### src/rtl/alu8_pkg.sv
package alu8_pkg;

  typedef enum logic [4:0] {
    OP_ADD   = 5'd0,
    OP_ADDC  = 5'd1,
    OP_SUB   = 5'd2,
    OP_SUBC  = 5'd3,
    OP_CMP   = 5'd4,
    OP_CMPC  = 5'd5,
    OP_AND   = 5'd6,
    OP_OR    = 5'd7,
    OP_XOR   = 5'd8,
    OP_INV   = 5'd9,
    OP_NEG   = 5'd10,
    OP_INC   = 5'd11,
    OP_DEC   = 5'd12,
    OP_SHR   = 5'd13,
    OP_SAR   = 5'd14,
    OP_RLC   = 5'd15,
    OP_RRC   = 5'd16,
    OP_SWAPN = 5'd17
  } op_e;

  localparam int OP_W = 5;
  localparam int SR_W = 8;

  // status bit positions; a neighbouring branch unit decodes these
  localparam int FL_C = 0;
  localparam int FL_Z = 1;
  localparam int FL_N = 2;
  localparam int FL_V = 3;
  localparam int FL_S = 4;
  localparam int FL_H = 5;
  localparam int FL_T = 6;
  localparam int FL_I = 7;

endpackage

### src/rtl/alu8_addsub.sv
module alu8_addsub #(
  parameter int DATA_W = 8
) (
  input  logic [DATA_W-1:0] x,
  input  logic [DATA_W-1:0] y,
  input  logic              ci,
  input  logic              sub,
  output logic [DATA_W-1:0] res,
  output logic              c_out,
  output logic              h_out,
  output logic              v_out
);
  localparam int HALF = DATA_W / 2;
  localparam int MSB  = DATA_W - 1;

  logic [DATA_W-1:0] yy;
  logic              cc;
  logic [HALF:0]     lo;
  logic [DATA_W:0]   full;

  always_comb begin
    // subtraction as x + ~y + ~borrow; carries become borrows by inversion
    yy    = sub ? ~y : y;
    cc    = sub ? ~ci : ci;
    lo    = {1'b0, x[HALF-1:0]} + {1'b0, yy[HALF-1:0]} + {{HALF{1'b0}}, cc};
    full  = {1'b0, x} + {1'b0, yy} + {{DATA_W{1'b0}}, cc};
    res   = full[DATA_W-1:0];
    c_out = full[DATA_W] ^ sub;
    h_out = lo[HALF] ^ sub;
    v_out = (x[MSB] == yy[MSB]) && (full[MSB] != x[MSB]);
  end

endmodule

### src/rtl/alu8_bitops.sv
module alu8_bitops
  import alu8_pkg::*;
#(
  parameter int DATA_W = 8
) (
  input  op_e               op,
  input  logic [DATA_W-1:0] a,
  input  logic [DATA_W-1:0] b,
  input  logic              ci,
  output logic [DATA_W-1:0] res,
  output logic              c_out
);
  localparam int HALF = DATA_W / 2;
  localparam int MSB  = DATA_W - 1;

  always_comb begin
    res   = a;
    c_out = ci;
    unique case (op)
      OP_AND:   res = a & b;
      OP_OR:    res = a | b;
      OP_XOR:   res = a ^ b;
      OP_INV:   begin res = ~a; c_out = 1'b1; end
      OP_SHR:   begin res = {1'b0,   a[MSB:1]}; c_out = a[0];   end
      OP_SAR:   begin res = {a[MSB], a[MSB:1]}; c_out = a[0];   end
      OP_RRC:   begin res = {ci,     a[MSB:1]}; c_out = a[0];   end
      OP_RLC:   begin res = {a[MSB-1:0], ci};   c_out = a[MSB]; end
      OP_SWAPN: res = {a[HALF-1:0], a[DATA_W-1:HALF]};
      default:  ;
    endcase
  end

endmodule

### src/rtl/alu8_exec.sv
module alu8_exec
  import alu8_pkg::*;
#(
  parameter int DATA_W = 8
) (
  input  op_e               op,
  input  logic [DATA_W-1:0] a,
  input  logic [DATA_W-1:0] b,
  input  logic [SR_W-1:0]   sr_in,
  output logic [DATA_W-1:0] res,
  output logic [SR_W-1:0]   sr_out,
  output logic              wb
);
  localparam int MSB = DATA_W - 1;
  localparam logic [DATA_W-1:0] ONE  = {{(DATA_W-1){1'b0}}, 1'b1};
  localparam logic [DATA_W-1:0] ZERO = '0;

  logic [DATA_W-1:0] as_x, as_y, as_res, bo_res;
  logic              as_ci, as_sub, as_c, as_h, as_v, bo_c;
  logic              grp_arith, grp_step, grp_logic, grp_shift, known;

  always_comb begin
    as_x = a; as_y = b; as_sub = 1'b0; as_ci = 1'b0;
    unique case (op)
      OP_ADDC:               as_ci = sr_in[FL_C];
      OP_SUB, OP_CMP:        as_sub = 1'b1;
      OP_SUBC, OP_CMPC:      begin as_sub = 1'b1; as_ci = sr_in[FL_C]; end
      OP_NEG:                begin as_sub = 1'b1; as_x = ZERO; as_y = a; end
      OP_INC:                as_y = ONE;
      OP_DEC:                begin as_sub = 1'b1; as_y = ONE; end
      default:               ;
    endcase
  end

  alu8_addsub #(.DATA_W(DATA_W)) u_as (
    .x(as_x), .y(as_y), .ci(as_ci), .sub(as_sub),
    .res(as_res), .c_out(as_c), .h_out(as_h), .v_out(as_v)
  );

  alu8_bitops #(.DATA_W(DATA_W)) u_bo (
    .op(op), .a(a), .b(b), .ci(sr_in[FL_C]), .res(bo_res), .c_out(bo_c)
  );

  always_comb begin
    grp_arith = op inside {OP_ADD, OP_ADDC, OP_SUB, OP_SUBC, OP_CMP, OP_CMPC, OP_NEG};
    grp_step  = op inside {OP_INC, OP_DEC};
    grp_logic = op inside {OP_AND, OP_OR, OP_XOR, OP_INV};
    grp_shift = op inside {OP_SHR, OP_SAR, OP_RLC, OP_RRC};
    known     = grp_arith || grp_step || grp_logic || grp_shift || (op == OP_SWAPN);

    res    = (grp_arith || grp_step) ? as_res : bo_res;
    sr_out = sr_in;
    wb     = known && !(op inside {OP_CMP, OP_CMPC});

    if (grp_arith || grp_step || grp_logic || grp_shift) begin
      sr_out[FL_N] = res[MSB];
      sr_out[FL_Z] = (res == ZERO);
    end
    if (grp_arith) begin
      sr_out[FL_C] = as_c;
      sr_out[FL_H] = as_h;
      sr_out[FL_V] = as_v;
      // carry-chained subtract keeps a cleared Z cleared across bytes
      if (op inside {OP_SUBC, OP_CMPC})
        sr_out[FL_Z] = (res == ZERO) && sr_in[FL_Z];
    end
    if (grp_step)  sr_out[FL_V] = as_v;
    if (grp_logic) begin
      sr_out[FL_V] = 1'b0;
      sr_out[FL_C] = bo_c;
    end
    if (grp_shift) begin
      sr_out[FL_C] = bo_c;
      sr_out[FL_V] = res[MSB] ^ bo_c;
    end
    if (grp_arith || grp_step || grp_logic || grp_shift)
      sr_out[FL_S] = sr_out[FL_N] ^ sr_out[FL_V];
  end

endmodule

### src/rtl/alu8_core.sv
module alu8_core
  import alu8_pkg::*;
#(
  parameter int DATA_W = 8
) (
  input  logic              clk,
  input  logic              rst_n,
  input  logic              in_valid,
  output logic              in_ready,
  input  logic [OP_W-1:0]   in_op,
  input  logic [DATA_W-1:0] in_rd,
  input  logic [DATA_W-1:0] in_rr,
  input  logic [DATA_W-1:0] in_imm,
  input  logic              in_imm_sel,
  input  logic [SR_W-1:0]   in_sreg,
  output logic              out_valid,
  input  logic              out_ready,
  output logic [DATA_W-1:0] out_res,
  output logic [SR_W-1:0]   out_sreg,
  output logic              out_wb
);
  op_e               op;
  logic [DATA_W-1:0] src_b, nx_res;
  logic [SR_W-1:0]   nx_sr;
  logic              nx_wb, take;

  assign op       = op_e'(in_op);
  assign src_b    = in_imm_sel ? in_imm : in_rr;
  assign in_ready = !out_valid || out_ready;
  assign take     = in_valid && in_ready;

  alu8_exec #(.DATA_W(DATA_W)) u_exec (
    .op(op), .a(in_rd), .b(src_b), .sr_in(in_sreg),
    .res(nx_res), .sr_out(nx_sr), .wb(nx_wb)
  );

  always_ff @(posedge clk) begin
    if (!rst_n) begin
      out_valid <= 1'b0;
      out_res   <= '0;
      out_sreg  <= '0;
      out_wb    <= 1'b0;
    end else if (take) begin
      out_valid <= 1'b1;
      out_res   <= nx_res;
      out_sreg  <= nx_sr;
      out_wb    <= nx_wb;
    end else if (out_ready) begin
      out_valid <= 1'b0;
    end
  end

  // a stalled result stays put
  a_r13_hold_stalled: assert property (@(posedge clk) disable iff (!rst_n)
    out_valid && !out_ready |=> out_valid && $stable(out_res) && $stable(out_sreg) && $stable(out_wb));

  // interrupt and transfer bits pass through
  a_r1_it_pass: assert property (@(posedge clk) disable iff (!rst_n)
    take |=> out_sreg[FL_I:FL_T] == $past(in_sreg[FL_I:FL_T]));

  // compares never request write-back
  a_r5_cmp_no_wb: assert property (@(posedge clk) disable iff (!rst_n)
    take && (in_op == OP_CMP || in_op == OP_CMPC) |=> !out_wb);

  // swap leaves the status byte alone
  a_r10_swap_flags: assert property (@(posedge clk) disable iff (!rst_n)
    take && in_op == OP_SWAPN |=> out_sreg == $past(in_sreg));

  // signed condition at the output
  a_r11_s_matches: assert property (@(posedge clk) disable iff (!rst_n)
    take && in_op != OP_SWAPN && in_op <= OP_SWAPN |=>
      out_sreg[FL_S] == (out_sreg[FL_N] ^ out_sreg[FL_V]));

endmodule

### config.mk
export PLATFORM = sky130hd
export DESIGN_NAME = alu8_core
export DESIGN_NICKNAME = d
export VERILOG_FILES = /design/src/rtl/alu8_pkg.sv /design/src/rtl/alu8_addsub.sv /design/src/rtl/alu8_bitops.sv /design/src/rtl/alu8_exec.sv /design/src/rtl/alu8_core.sv
export SDC_FILE = /design/constraint.sdc
export NUM_CORES = 1
export LEC_CHECK = 0
export BUFFER_PORTS_ARGS = -buffer_cell sky130_fd_sc_hd__clkbuf_2
export CAP_MARGIN = 20
export CORE_MARGIN = 1.5
export CORE_UTILIZATION = 45
export DETAILED_ROUTE_END_ITERATION = 16
export HOLD_SLACK_MARGIN = 0.12
export PLACE_DENSITY_LB_ADDON = 0.05
export SYNTH_ARGS = -nofsm -noshare
export SYNTH_HDL_FRONTEND = slang
export SYNTH_SLANG_ARGS = --single-unit
### constraint.sdc
create_clock -name clk -period 3.5 [get_ports clk]
set_input_delay 0.35 -clock clk [delete_from_list [all_inputs] [get_ports clk]]
set_output_delay 0.35 -clock clk [all_outputs]
set_load 0.02 [all_outputs]
* Word level (Yosys, flattened, before mapping) *
Index checks and enable logic that the tools add are counted.

storage, ports and cells
  flip-flop bits (word level) = 18
  input bits = 42
  word-level logic and storage cells = 84

operators by class
  add/subtract/negate cells = 4
  eq/ne operators = 19
  mux-type cells = 23
  bitwise gates (word level) = 10
  reductions and logical operators = 24

operators by type and width
  operator              number
  $pmux W8 S9           1
  $eq A5 B4 Y1 const B  8
  $mux W8               4
  $eq A5 B3 Y1 const B  4
  $not A8 Y8            2
  $pmux W8 S2           1
  $mux W1               14
  $eq A5 B2 Y1 const B  2
  $eq A5 B5 Y1 const B  2
  $add A8 B8 Y9         1
  $add A9 B1 Y9         1
  $and A8 B8 Y8         1
  $logic_not A8 Y1      1
  $or A8 B8 Y8          1
  $reduce_bool A2 Y1    4
  $reduce_bool A4 Y1    2
  $xor A8 B8 Y8         1
  $reduce_bool A7 Y1    1
  $reduce_or A3 Y1      2
  $reduce_or A6 Y1      1
  $add A4 B4 Y5         1
  $add A5 B1 Y5         1
  $eq A5 B1 Y1 const B  1
  $logic_not A5 Y1      1
  other kinds (10)      22

* Logic depth before layout (Yosys ltp) *
Gate-level depths: netlist of the first run.

  word-level depth = 15
  mapped depth = 20
  depth with buffers taken out = 18

* Hierarchy *
Synthesis of the first run repeated with hierarchy kept, for this count alone.

second synthesis, totals
  cell total of the unflattened synthesis = 370
  area, all modules = 2922.8 um^2

by module, submodules not included
  module       times used  cells each  area each (um^2)  seq. area each (um^2)
  alu8_bitops  1           147         977.2             0.0
  alu8_core    1           88          835.8             360.3
  alu8_exec    1           85          683.2             0.0
  alu8_addsub  1           50          426.7             0.0

* Least setup slack after synthesis of the first run *
No wires, ideal clock.

  path type = input to register
  start = input in_imm_sel
  end = register out_sreg[0]
  setup time = 0.137 ns
  arrival time = 3.640 ns
  data required time = 3.363 ns
  setup slack = -0.277 ns
  stages = 16
  buffers on the path = 1
  cell sequence = clkbuf_1 mux2_2 o21ai_0 a21oi_1 o22ai_1 a21oi_1 fa_1 fa_1 nor2b_1 o21ai_0 a21boi_0 o31ai_1 o21ai_0 xor2_1 o22a_1 a31oi_1

on the way
  cells in the longest elaborated chain, start to end = 10

ends and longest elaborated chain
  what                    RTL line           source
  start: declaration      alu8_core.sv:14    input logic in_imm_sel,
  $mux W8 (*)             alu8_core.sv:28    assign src_b = in_imm_sel ? in_imm : in_rr;
  $pmux W8 S2 (*)         alu8_exec.sv:24    unique case (op)
  $not A8 Y8              alu8_addsub.sv:23  yy = sub ? ~y : y;
  $mux W8 (*)             alu8_addsub.sv:23
  $add A8 B8 Y9 (*)       alu8_addsub.sv:26  full = {1'b0, x} + {1'b0, yy} + {{DATA_W{1'b0}}, cc};
  $add A9 B1 Y9 (*)       alu8_addsub.sv:26
  $xor A1 B1 Y1 (*)       alu8_addsub.sv:28  c_out = full[DATA_W] ^ sub;
  $mux W2 (*)             alu8_exec.sv:59    if (grp_arith) begin
  $mux W1 (*)             alu8_exec.sv:68    if (grp_logic) begin
  $mux W1 (*)             alu8_exec.sv:72    if (grp_shift) begin
  end signal: assignment  alu8_core.sv:46    out_sreg <= nx_sr;
  end: declaration        alu8_core.sv:19    output logic [SR_W-1:0] out_sreg,

Mark *: on every way between the ends. The rest lies on a longest branch, timed or not.
A chain may end at the register's enable or synchronous reset.

* Worst setup path in the final report of the first run *
  start = input in_op[2]
  end = register out_sreg[0]

on the way
  cells in the longest elaborated chain, start to end = 11
  elaborated cells on any way between the ends = 39
  those cells by class = 2 x add/sub; 16 x eq/ne; 10 x mux; 3 x bitwise; 8 x reduce/logical

ends and longest elaborated chain
  what                               RTL line           source
  start: declaration                 alu8_core.sv:10    input logic [OP_W-1:0] in_op,
  $eq A5 B4 Y1                       alu8_exec.sv:24
  $reduce_or A2 Y1 (no source line)  --
  $pmux W8 S2                        alu8_exec.sv:24
  $not A8 Y8                         alu8_addsub.sv:23
  $mux W8                            alu8_addsub.sv:23
  $add A8 B8 Y9                      alu8_addsub.sv:26
  $add A9 B1 Y9                      alu8_addsub.sv:26
  $xor A1 B1 Y1                      alu8_addsub.sv:28
  $mux W2                            alu8_exec.sv:59
  $mux W1                            alu8_exec.sv:68
  $mux W1 (*)                        alu8_exec.sv:72

Marks and branches as above.

==> impl_metrics.yaml, run 1 <==
power_and_ir_drop:
  power_uw: 950
  ir_drop_mv: 0.196
  p_leak_nw: 1.55
  power.density_mw_per_mm2: 286
sta:
  max-slew-margin-rel_pct: 52.8
  finalCritPeriodShare_pct: 93.7
  setup_viol: 0
  tightest_slew_ns: 0.708
  finalHoldViolations: 0
  slew_violations: 0
  setup-tns-final_ns: 0
  fin_crit_ns: 3.28
  fmax_mhz: 305
  setup_ws_ns: 0.221
  skew_ns: 0.00112
  whs_ns: 0.318
worst_setup_path:
  cpMostUsedCell: "o21ai_1"
  rr_startpoint: "out_valid$_SDFFE_PN0P_"
  crit_type: "in2reg"
  cp_slowest_cell: "fa_2"
  crit_path_end_kind: "flip-flop"
  cp_cell_sequence: "clkbuf_2 -> nor3b_4 -> and2_4 -> nand2_1 -> o21ai_1 -> a21oi_1 -> o22ai_1 -> a21oi_2 -> fa_2 -> fa_1 -> nor2b_1 -> o21ai_0 -> a21boi_2 -> o31ai_2 -> o21ai_1 -> xor2_1 -> o22a_1 -> a31oi_1"
  crit_path_start_kind: "primary input"
  reg2reg_depth: 5
  slowest_delay_ns: 0.43
  rrSetupSlack_ns: 1.73
  critPathRequiredTime_ns: 3.60
  crit_fanout: 4
  cp.arrival_ns: 3.38
  r2r-end: "out_sreg[1]$_SDFFE_PN0P_"
global_route:
  grt_antenna_before_repair: 0
  grt_pass1_vias: 2774
  grtUsageTotal_pct: 27.1
  grt_pass1_wl_mm: 13.5
  grt_max_degree: 24
  grt_overflow_total: 0
placed_design:
  dp_hpwl_mm: 6.50
  postPlaceCellArea_mm2: 0.00317
  io_buffers: 60
  dp_cells: 496
  place.gp.congestion: 0.985
  pre_cts_ws_ns: -0.186
cts:
  clk_transition_reported_paths_ns: 0.07
  cts_buffer_depth: 2
  htreeDepth: 1
  cts_tree: "yes"
  clock_latency_ns: 0.25
  cts_hold_buffers: 0
  cts_made_buffers: 3
  cts.sinks: 18
  cts-root-buf: "clkbuf_8"
yosys:
  avgSynthCellArea_um2: 7.48
  synth_edf_count: 0
  syn-num-nets: 416
  syn_area_mm2: 0.00261
  syn_inst: 349
  ys.flop_type: "dfxtp_1"
  synth-seq-cells: 18
  ys_types: 66
  synthArstFlopShare_pct: 0
  synth_seq_area_share_pct: 13.8
  yosys_warnings: 0
floorplanning:
  num_io_pins: 61
  rows: 27
  initial_core_util_pct: 47.1
  die_h_um: 79.2
  dieArea_mm2: 0.00627
  coreArea_mm2: 0.00554
  die_x_um: 79.2
routing:
  drt-initial-drc-count: 249
  dr_total_vias: 2920
  wl_mm: 8.25
  vias_per_cell: 5.79
  wl_per_cell_um: 16.4
  drcViolationCount: 0
  first_pass_iters: 5
  antenna_left: 0
final_layout:
  diodes: 0
  area_growth_pct: 27.3
  fin_util_pct: 60.0
  nNetsFinal: 500
  layout_commonest_cell: "clkbuf_2"
  finalNonFillerCells: 504
  final_cell_mix: "60 x clkbuf_2, 45 x nand2_1, 40 x buf_4, 34 x nor2_1, 26 x inv_1"
  finish.instance_area_mm2: 0.00332
  layout-drive-gt1-share_pct: 32.9
min_path:
  whs_path_depth: 3
  hold_end: "out_sreg[6]$_SDFFE_PN0P_"
  hold_class: "in2reg"
  min_from: "in_sreg[6]"
outcome:
  status: "completed"
job:
  drv_cap: 0
## repair_timing
item	4_1_cts	5_1_grt
endpoints found under the setup margin	0	7
resized for setup	0	16
buffers inserted	0	4
## report_power, final
group | total (mW) | internal (mW) | switching (mW)
logic | 0.549 | 0.251 | 0.298
clock network | 0.169 | 0.0999 | 0.0692
registers | 0.232 | 0.223 | 0.00868
total | 0.950 | 0.574 | 0.376
## worst max path at each step
stage                   from                       end  slack [ns]
finish              in_op[2]  out_sreg[0]$_SDFFE_PN0P_        0.22
global route        in_op[2]  out_sreg[4]$_SDFFE_PN0P_       -0.06
CTS                 in_op[2]  out_sreg[0]$_SDFFE_PN0P_        0.06
detailed placement  in_op[2]  out_sreg[0]$_SDFFE_PN0P_       -0.19
global placement    in_op[2]  out_sreg[0]$_SDFFE_PN0P_       -0.11
floorplan           in_op[2]  out_sreg[0]$_SDFFE_PN0P_        0.02
## logic make-up (layout without fill, tap and decap cells)
group,count (synthesis),in the layout,synth area share [%]
compound gates,108,108,29.8
xor+xnor,16,16,5.37
fa+ha+maj,25,25,12.6
buf+inv,49,132,8.72
flops,18,18,13.8
mux,13,13,6.57
simple gates,120,120,23.2
## state kept, by name (all words and copies together), names as in the netlist
register,flops
out_valid,1
out_sreg,8
out_res,8
out_wb,1
## layout make-up
class                   count  area, um2
flip-flops and latches     18        360
well taps                  72       90.1
inverters                  27        101
fillers                   553       2220
clock buffers               4       55.1
multi-input cells         282       2100
repair buffers            101        616
## metal layers
| metal | up-vias | share of wire (%) | track usage, % |
|---|---|---|---|
| met1 | 1381 | 46 | 37.3 |
| met2 | 104 | 47 | 45.6 |
| met5 | - | 0 | 0 |
| met4 | 0 | 1.4 | 4.74 |
| li1 | 1423 | - | - |
| met3 | 12 | 5.6 | 3.45 |
## worst max-delay path, delay by kind of cell
kind	cells	cell delay, ns
AOI/OAI and AO/OA	10	1.34
xor gates and xnor gates	1	0.17
adders and majority gates	2	0.82
buffers and inverters	1	0.12
and+or+nand+nor	4	0.59
## cells in the mapped netlist, types with 7 or more instances
| cell type | instances | share of area, % |
|---|---|---|
| o21ai_0 | 16 | 3.1 |
| a21oi_1 | 22 | 4.2 |
| o22ai_1 | 9 | 2.2 |
| nand2_1 | 45 | 6.5 |
| ha_1 | 23 | 11 |
| nor2b_1 | 7 | 1.7 |
| xnor2_1 | 11 | 3.7 |
| dfxtp_1 | 18 | 14 |
| mux2i_1 | 7 | 2.7 |
| nor2_1 | 34 | 4.9 |
| clkbuf_1 | 10 | 1.4 |
| inv_1 | 26 | 3.7 |
| a221oi_1 | 7 | 2.3 |
No activity file was read; power rests on OpenSTA's default activity.
==> run 2: changes to the inputs <==
--- a/config.mk
+++ b/config.mk
@@ -5,10 +5,13 @@
 export SDC_FILE = /design/constraint.sdc
 export NUM_CORES = 1
 export LEC_CHECK = 0
+export ABC_AREA = 1
 export BUFFER_PORTS_ARGS = -buffer_cell sky130_fd_sc_hd__clkbuf_2
 export CAP_MARGIN = 20
+export CELL_PAD_IN_SITES_DETAIL_PLACEMENT = 1
+export CELL_PAD_IN_SITES_GLOBAL_PLACEMENT = 1
 export CORE_MARGIN = 1.5
-export CORE_UTILIZATION = 45
+export CORE_UTILIZATION = 33
 export DETAILED_ROUTE_END_ITERATION = 16
 export HOLD_SLACK_MARGIN = 0.12
 export PLACE_DENSITY_LB_ADDON = 0.05
==> impl_metrics.yaml, run 2 <==
outcome:
  status: "completed"
final_layout:
  reg_top3: "out_res: 8 flops, out_sreg: 8 flops"
  fin_util_pct: 41.7
  n_fill_cell: 1102
  finalNonFillerCells: 624
  finish.instance_area_mm2: 0.00319
  layout_commonest_cell: "nand2_1"
  area_growth_pct: 23.4
  diodes: 0
  layout-drive-gt1-share_pct: 22.4
  final_cell_mix: "106 x nand2_1, 75 x inv_1, 60 x clkbuf_2, 55 x nor2_1, 33 x o21ai_0"
  nNetsFinal: 590
placed_design:
  dp_cells: 619
  postPlaceCellArea_mm2: 0.00311
  io_buffers: 60
  place.gp.congestion: 0.849
  dp_hpwl_mm: 7.60
  pre_cts_ws_ns: -0.0758
worst_setup_path:
  crit_path_start_kind: "primary input"
  rr_startpoint: "out_valid$_SDFFE_PN0P_"
  rrSetupSlack_ns: 1.47
  critPathRequiredTime_ns: 3.69
  crit_type: "in2reg"
  critPathCapture: "out_sreg[1]$_SDFFE_PN0P_"
  crit_path_end_kind: "flip-flop"
  cp.arrival_ns: 3.38
  reg2reg_depth: 7
  crit_fanout: 7
  startpoint: "in_op[1]"
  r2r-end: "out_res[2]$_SDFFE_PN0P_"
yosys:
  synth_seq_area_share_pct: 13.9
  synth_area_leader_cell: "nand2_1"
  ys_top_cells_by_area: "nand2_1 15%, dfxtp_1 14%, ha_1 11%"
  syn_area_mm2: 0.00258
  syn_inst: 445
  syn-num-nets: 512
  avgSynthCellArea_um2: 5.81
  synth_edf_count: 0
  synth_commonest_cells: "106 x nand2_1, 75 x inv_1, 55 x nor2_1"
  yosys.cell_count.top_type: "nand2_1"
  synth_top_area_share_pct: 15.4
  synth-seq-cells: 18
  synthArstFlopShare_pct: 0
  ys_types: 31
  ys.flop_type: "dfxtp_1"
  yosys_warnings: 0
sta:
  finalHoldViolations: 0
  setup-tns-final_ns: 0
  max-slew-margin-rel_pct: 62.1
  setup_ws_ns: 0.313
  finalCritPeriodShare_pct: 91.1
  skew_ns: 0.00245
  whs_ns: 0.350
  fmax_mhz: 314
  setup_viol: 0
  tightest_slew_ns: 0.568
  slew_violations: 0
  fin_crit_ns: 3.19
power_and_ir_drop:
  ir_drop_mv: 0.121
  power_uw: 900
  p_leak_nw: 1.80
  power.density_mw_per_mm2: 282
routing:
  wl_mm: 9.06
  wl_per_cell_um: 14.5
  drcViolationCount: 0
  first_pass_iters: 4
  vias_per_cell: 4.89
  dr_total_vias: 3052
  drt-initial-drc-count: 85
  antenna_left: 0
cts:
  cts_buffer_depth: 2
  cts_made_buffers: 3
  htreeDepth: 1
  cts.sinks: 18
  clock_latency_ns: 0.26
  cts_tree: "yes"
  clk_transition_reported_paths_ns: 0.07
  cts-root-buf: "clkbuf_8"
global_route:
  grt_overflow_total: 0
  grtUsageTotal_pct: 22.7
  grt_max_degree: 20
  grt_pass1_wl_mm: 15.4
  grt_pass1_vias: 3151
  grt_use_met3_pct: 2.35
  grt_antenna_before_repair: 0
  met1_usage_pct: 29.8
  use_met2_pct: 40.9
  busiest_layer: "met2"
floorplanning:
  die_x_um: 91.5
  initial_core_util_pct: 33.8
  coreArea_mm2: 0.00765
  rows: 32
  die_h_um: 91.5
  num_io_pins: 61
  dieArea_mm2: 0.00837
min_path:
  hold_class: "in2reg"
job:
  drv_cap: 0
[run 2: metal layers]
layer  vias up  part of all wire, %
met4         0                 0.53
met5         -                    0
met1      1431                   49
met2        39                   49
li1       1576                    -
met3         6                  2.1
[run 2: how the worst min path moves through the flow]
stage	end	cells after the start	from	slack, ns
finish	out_sreg[7]$_SDFFE_PN0P_	3	in_sreg[7]	0.35
global route	out_sreg[6]$_SDFFE_PN0P_	3	in_sreg[6]	0.37
CTS	out_sreg[7]$_SDFFE_PN0P_	3	in_sreg[7]	0.35
detailed placement	out_sreg[4]$_SDFFE_PN0P_	2	out_sreg[4]$_SDFFE_PN0P_	0.46
global placement	out_sreg[4]$_SDFFE_PN0P_	2	out_sreg[4]$_SDFFE_PN0P_	0.45
floorplan	out_sreg[6]$_SDFFE_PN0P_	2	rst_n	0.49
[run 2: what timing repair did]
action | CTS | global route
gates resized for setup | 0 | 7
hold endpoints to repair | 0 | 0
hold buffers | 0 | 0
endpoints found under the setup margin | 0 | 4
buffers inserted | 0 | 1
[run 2: final cells by class]
type	instances	area [um2]	area share, %
sequential	18	360	11.3
inverter	80	300	9.42
clock buffer	4	55.1	1.73
tap	102	128	4.00
timing repair buffer	81	462	14.5
multi-input combinational	339	1880	59.1
[run 2: cells by family after synthesis]
group / share of synthesized area (%)
flip-flops: 13.9
adder cells (fa/ha/maj): 12.7
AO/OA/AOI/OAI: 18.6
XOR/XNOR: 4.40
buffers and inverters: 13.8
AND/OR/NAND/NOR: 36.6
[run 2: where the power goes]
group          internal (mW)  switching [mW]
Combinational          0.182           0.311
Clock                  0.100          0.0733
Sequential             0.225         0.00926
Total                  0.507           0.394
[run 2: critical path, stage by stage]
cell,delay (ns)
clkbuf_2,0.16
inv_2,0.12
nand2_1,0.09
nor3_2,0.22
nor2_1,0.06
inv_1,0.08
nor2_1,0.04
inv_1,0.07
o22ai_1,0.07
xor2_1,0.19
fa_2,0.41
fa_1,0.36
inv_1,0.07
nand3_1,0.06
nand2_1,0.09
nand2_1,0.08
a21oi_2,0.15
o21ai_1,0.09
nand3_1,0.08
nand2_1,0.07
nor2_1,0.09
nand2_1,0.06
o21ai_1,0.13
nand2_1,0.07
a21oi_2,0.10
